**config.mk**
```make
export PLATFORM = sky130hd
export DESIGN_NAME = prio_vec_irq
export DESIGN_NICKNAME = d
export VERILOG_FILES = /design/src/rtl/prio_vec_irq.sv
export SDC_FILE = /design/constraint.sdc
export NUM_CORES = 1
export LEC_CHECK = 0
export ABC_CLOCK_PERIOD_IN_PS = 56600
export BUFFER_PORTS_ARGS = -buffer_cell sky130_fd_sc_hd__clkbuf_2
export CORE_MARGIN = 10
export CORE_UTILIZATION = 42
export DETAILED_ROUTE_END_ITERATION = 8
export GPL_ROUTABILITY_DRIVEN = 0
export MAX_ROUTING_LAYER = met4
export SLEW_MARGIN = 15
export SYNTH_ARGS = -nofsm -noshare
export SYNTH_HDL_FRONTEND = slang
export SYNTH_SLANG_ARGS = --single-unit
```
**constraint.sdc**
```tcl
create_clock -name clk -period 56.6 [get_ports clk]
set_clock_uncertainty 0.1 [all_clocks]
set_input_delay 2.83 -clock clk [delete_from_list [all_inputs] [get_ports clk]]
set_output_delay 2.83 -clock clk [all_outputs]
set_load 0.005 [all_outputs]
```
**src/rtl/prio_vec_irq.sv**
```systemverilog
module prio_vec_irq #(
  parameter int NSRC = 16,
  parameter logic [7:0] SPUR_VEC = 8'hFF
) (
  input  logic            clk,
  input  logic            rst_n,
  input  logic [NSRC-1:0] src_i,
  input  logic [5:0]      reg_addr,
  input  logic            reg_wr,
  input  logic [7:0]      reg_wdata,
  output logic [7:0]      reg_rdata,
  output logic [2:0]      irq_level,
  input  logic            iack,
  output logic [7:0]      iack_vec
);
  localparam int IW = (NSRC > 1) ? $clog2(NSRC) : 1;
  localparam logic [5:0] GCTL_A = 6'(NSRC);
  localparam logic [5:0] VBASE_A = 6'(NSRC + 1);

  logic [7:0]      cfg_q [NSRC];
  logic            mie_q;
  logic [7:0]      vbase_q;
  logic [NSRC-1:0] s1_q, s2_q, s3_q, lat_q;
  logic [NSRC-1:0] clr_v, hit_v, act_v, pend_v;
  logic [2:0]      best_lvl;
  logic [IW-1:0]   best_idx;
  logic            any_pend;

  always_ff @(posedge clk) begin
    if (!rst_n) begin
      s1_q <= '0;
      s2_q <= '0;
      s3_q <= '0;
      mie_q <= 1'b0;
      vbase_q <= '0;
    end else begin
      s1_q <= src_i;
      s2_q <= s1_q;
      s3_q <= s2_q;
      if (reg_wr && reg_addr == GCTL_A) mie_q <= reg_wdata[1];
      if (reg_wr && reg_addr == VBASE_A) vbase_q <= reg_wdata;
    end
  end

  for (genvar i = 0; i < NSRC; i++) begin : g_src
    wire sel = (reg_addr == 6'(i));
    assign clr_v[i] = reg_wr && sel && reg_wdata[3];
    assign hit_v[i] = cfg_q[i][7] ? (s3_q[i] & ~s2_q[i]) : (s2_q[i] & ~s3_q[i]);
    assign act_v[i] = cfg_q[i][6] ? lat_q[i] : (s2_q[i] ^ cfg_q[i][7]);
    assign pend_v[i] = act_v[i] && cfg_q[i][4] && (cfg_q[i][2:0] != 3'd0);

    always_ff @(posedge clk) begin
      if (!rst_n) begin
        cfg_q[i] <= '0;
        lat_q[i] <= 1'b0;
      end else begin
        if (reg_wr && sel) cfg_q[i] <= reg_wdata & 8'hD7;
        lat_q[i] <= (lat_q[i] & ~clr_v[i]) | (cfg_q[i][6] & hit_v[i]);
      end
    end
  end

  always_comb begin
    best_lvl = '0;
    best_idx = '0;
    any_pend = 1'b0;
    for (int i = 0; i < NSRC; i++) begin
      if (pend_v[i] && cfg_q[i][2:0] >= best_lvl) begin
        best_lvl = cfg_q[i][2:0];
        best_idx = IW'(i);
        any_pend = 1'b1;
      end
    end
  end

  wire req_ok = mie_q && any_pend;
  assign irq_level = req_ok ? best_lvl : 3'd0;
  assign iack_vec = !iack ? 8'h00 : req_ok ? vbase_q + 8'(best_idx) : SPUR_VEC;

  always_comb begin
    reg_rdata = 8'h00;
    for (int i = 0; i < NSRC; i++)
      if (reg_addr == 6'(i)) reg_rdata = cfg_q[i] | {2'b00, act_v[i], 5'b0};
    if (reg_addr == GCTL_A) reg_rdata = {6'b0, mie_q, 1'b0};
    if (reg_addr == VBASE_A) reg_rdata = vbase_q;
  end
endmodule


```
Word-level counts from Yosys, hierarchy flattened
Memory sizes are Yosys's and may differ from the RTL's.
Index checks and enable logic that the tools add are counted.
Widths: inputs -> output; s select.
{"block": "word_totals", "register_bits": 73, "latchBits": 0, "ram_bits": 96, "mem_bits_ro": 0, "in_bits": 34, "out_inout_bits": 19, "elab_cells": 497, "n_memories": 1}
{"memory": "cfg_q", "words": 16, "width": 6, "rd": 16, "rd_ports_with_merged_regs": 0, "write_ports": 16, "line": "20", "source": "logic [7:0] cfg_q [NSRC];"}
{"block": "op_classes", "n_addsub": 1, "n_mul": 0, "div_mod_pow": 0, "magnitude_cmp": 16, "n_eq_ne": 17, "shifts": 0, "n_mux": 165, "bitwise_logic": 176, "reduce_logical": 100}
{"cell": "$mux 8", "n": 20}
{"cell": "$or 8x6->8", "n": 16}
{"cell": "$mux 1", "n": 98}
{"cell": "$mux 6", "n": 16}
{"cell": "$logic_and 1x1->1", "n": 83}
{"cell": "$and 1x1->1", "n": 64}
{"cell": "$mux 4", "n": 14}
{"cell": "$mux 3", "n": 17}
{"cell": "$eq 6x4->1 const B", "n": 8}
{"cell": "$not 1->1", "n": 48}
{"cell": "$reduce_bool 3->1", "n": 16}
{"cell": "$ge 3x3->1", "n": 15}
{"cell": "$or 1x1->1", "n": 32}
{"cell": "$eq 6x3->1 const B", "n": 4}
{"cell": "$xor 1x1->1", "n": 16}
{"cell": "$eq 6x2->1 const B", "n": 2}
{"cell": "$eq 6x5->1 const B", "n": 2}
{"cell": "$add 8x4->8", "n": 1}
{"cell": "$eq 6x1->1 const B", "n": 1}
{"cell": "$logic_not 6->1", "n": 1}
{"cell": "$ge 3x1->1 const B", "n": 1}

Longest topological paths before layout
An unclocked memory read counts as a cell.
{"block": "depth", "depth_word": 55, "mapped_depth": 120, "ltp_nobuf": 120}

Worst setup path after synthesis
Ideal clock, no wire load.
{"block": "synth_timing", "path_type": "reg-to-output", "from": "memory cfg_q[0][5] (netlist bit)", "to": "output port iack_vec[6]", "arrival_time_ns": 22.484, "t_required_ns": 53.670, "setup_slack_ns": 31.186, "path_stages_with_launch": 117, "path_buffers": 0, "cell_sequence": "edfxtp_1 -> xor2_1 -> o21a_1 -> and3_1 -> ha_1 -> nor2b_1 -> o21ai_1 -> and2_1 -> mux2_2 -> ha_1 -> nand2b_1 -> o22ai_1 -> or2_1 -> o31ai_1 -> mux2_2 -> ha_1 -> nand2b_1 -> a21o_1 -> (+81 left out) -> nor2_1 -> a22o_1 -> a31oi_2 -> inv_1 -> ha_1 -> nand2b_1 -> a21oi_1 -> nor2b_1 -> o2111ai_1 -> nor2b_1 -> nand4b_4 -> o21bai_1 -> ha_1 -> a21o_1 -> a21oi_1 -> nor2_1 -> xor2_1 -> o21a_1"}
{"element": "start, declared", "line": "20"}
{"element": "end, declared", "line": "14", "source": "output logic [7:0] iack_vec"}

==> impl_metrics.py <==
metrics = {
    "timing": {
        "worst_pin_slew_ns": 0.950,
        "timing.setup.tns_ns": 0,
        "period_share_pct": 50.0,
        "fmax_mhz": 35.3,
        "slew_violations": 0,
        "period_minus_slack_ns": 28.33,
        "relSlewSlack_pct": 36.4,
        "final-setup-viol-count": 0,
        "hold_viol_final": 0,
        "rsz0062_at_grt": "no",
    },
    "place": {
        "post-place-cells": 1431,
        "portBuffers": 52,
        "hpwl_um": 21000,
    },
    "critical_path": {
        "critical-path-top-delay-family": "compound AO/OA/AOI/OAI gates",
        "cp-end-kind": "output port",
        "crit_arrival_ns": 25.40,
        "cp_common_cell": "ha_1",
        "criticalPathCategory": "reg2out",
        "crit_slowest_cell": "nor3_1",
        "crit_fanout": 8,
        "cp-start-kind": "flop",
        "critical_path_required_ns": 53.67,
        "cp.buffers_inverters": 3,
        "max_stage_delay_ns": 0.69,
    },
    "logic_synthesis": {
        "synth_edf_count": 96,
        "synthArstFlopShare_pct": 0,
        "synth_ff_type": "edfxtp_1",
        "synthCells": 1101,
        "syn_nets": 1165,
        "yosysWarningCount": 0,
        "synth_area_leaders": "edfxtp_1 28%, dfxtp_1 14%, and3_1 6.5%",
        "yosys.area.top_type": "edfxtp_1",
        "ys_ff_latch": 169,
        "yosysUniqueCellTypes": 86,
        "synthesis.area_mm2": 0.0102,
        "synth_top_area_share_pct": 28.4,
        "synth_area_per_cell_um2": 9.22,
        "synth-seq-area-share_pct": 42.8,
    },
    "cts": {
        "cts_tree": "built",
        "cts_sinks": 169,
        "clk_latency_ns": 0.43,
        "htree_levels": 4,
        "cts_resized": 0,
        "hold_buffers": 0,
        "cts.reportedPaths.clkPinSlew_ns": 0.07,
        "cts_setup_buffers": 0,
        "clock-root-buffer": "clkbuf_16",
        "numCtsBuffers": 17,
        "cts_max_path_buffers": 2,
    },
    "global_routing": {
        "grt_max_degree": 75,
        "use_met1_pct": 26.4,
        "grt_pass1_wl_um": 45600,
        "antenna_found_initial": 1,
        "grt_pass1_vias": 8135,
        "grt_usage_pct": 19.0,
        "grt_busiest_layer": "met2",
        "gr-usage-met2_pct": 28.5,
        "use_met3_pct": 2.68,
        "grt-ovfl-total": 0,
    },
    "floorplan": {
        "rows": 56,
        "initial_core_util_pct": 43.0,
        "dieHeight_um": 175,
        "ios": 53,
        "die_w_um": 175,
        "fp.dieArea_mm2": 0.0308,
        "core_mm2": 0.0236,
    },
    "layout": {
        "fin_util_pct": 48.1,
        "fin_nets": 1195,
        "drive_above_1_share_pct": 12.2,
        "stdcell_count": 1464,
        "fill_cells": 2281,
        "syn2layout_area_growth_pct": 11.8,
    },
    "power_and_ir_drop": {
        "powerDensity_mw_per_mm2": 28.4,
        "p_leak_nw": 4.65,
        "ir_drop_uv": 17.8,
    },
    "flow_run": {
        "cap_viol_max_count": 0,
    },
    "drt": {
        "drtAntennaViolNets": 0,
        "drt-pass1-iter-count": 5,
        "via_per_inst": 5.75,
        "routedWlPerCell_um": 19.5,
        "drt_first_iter_violations": 885,
        "num_vias": 8420,
        "drc": 0,
        "totalWireLength_um": 28500,
    },
    "worst_hold_path": {
        "worstHoldPathType": "reg2reg",
    },
    "status": {
        "status": "finished, final reports clean",
    },
}
## routing by layer
metal	part of all wire [%]	wire length, um
met5	0	0
met4	1.5	420
met3	5.0	1440
met2	45	12800
met1	49	13800
## final cells by class
cell class                 instances  area [um2]  area share (%)
multi-input combinational        833        5430            47.8
sequential                       169        4340            38.3
clock buffer                      19         475            4.19
tap                              319         399            3.52
timing repair buffer              69         388            3.42
inverter                          41         156            1.38
clock inverter                    13         154            1.36
antenna                            1        2.50          0.0221
## path summary, 6_finish.rpt
| path | startpoint | to | slack (ns) | cells past startpoint |
|---|---|---|---|---|
| max | cfg_q[0][5]$_SDFFCE_PN0P_ | iack_vec[7] | 28.27 | 117 |
| min reg2reg | s1_q[4]$_SDFF_PN0_ | s2_q[4]$_SDFF_PN0_ | 0.33 | 1 |
| max reg2reg | cfg_q[1][29]$_SDFFCE_PN0P_ | lat_q[12]$_SDFF_PN0_ | 55.44 | 3 |
| min | s1_q[4]$_SDFF_PN0_ | s2_q[4]$_SDFF_PN0_ | 0.33 | 1 |
## registers in the layout, indices dropped and copies added, names as in the netlist
register	flops
cfg_q	96
vbase_q	8
lat_q	16
mie_q	1
s1_q	16
s2_q	16
s3_q	16
## through the flow
step	area, um2	power [mW]	worst slack (ns)	hold slack [ns]
6_report	11300	0.322	28.27	0.330
5_1_grt	11300	0.337	26.09	0.348
4_1_cts	11300	0.324	28.32	0.331
3_5_place_dp	10700	0.201	28.84	0.317
3_3_place_gp	10700	0.200	29.49	0.313
2_1_floorplan	10200	0.184	31.19	0.312
## synthesized netlist by cell type, drive strengths merged (7+ instances only)
library cell / n
and3: 105
a31oi: 15
nand2: 117
xnor2: 13
nor3: 10
and2: 59
o31ai: 16
nor3b: 13
a21oi: 45
inv: 41
o21a: 16
nor2: 57
clkbuf: 55
o21ai: 51
ha: 29
edfxtp: 96
a211o: 7
mux2i: 11
a21boi: 27
dfxtp: 73
nor2b: 15
o211ai: 11
a22oi: 35
o22ai: 7
nand3: 32
mux2: 9
a21o: 8
or2: 11
nand4: 7
nand2b: 29
a211oi: 9
## cells in the final DEF (no fill, tap or decap), drive strengths merged, types with 15 or more instances in the layout
master,instances
and2,59
edfxtp,96
clkbuf,71
o21ai,51
buf,17
nor2,57
nand3,32
nand2,117
a21boi,27
dfxtp,73
a22oi,35
nor2b,15
nand2b,29
ha,29
a31oi,15
o21a,16
a21oi,45
o31ai,16
inv,47
and3,105
## cells by family after synthesis
family | count (synthesis) | share of synthesized area (%)
AND/OR/NAND/NOR | 470 | 24.7
AO/OA/AOI/OAI | 293 | 20.9
flip-flops | 169 | 42.8
buffers and inverters | 99 | 3.76
adder cells (fa/ha/maj) | 32 | 3.98
multiplexers | 20 | 2.32
XOR/XNOR | 18 | 1.55
## report_power, final
group	internal, mW	leakage (nW)	switching (mW)
Clock	0.0714	0.308	0.0520
Sequential	0.135	1.51	0.00609
Combinational	0.0235	2.83	0.0342
Power figures use the tool's default switching activity.
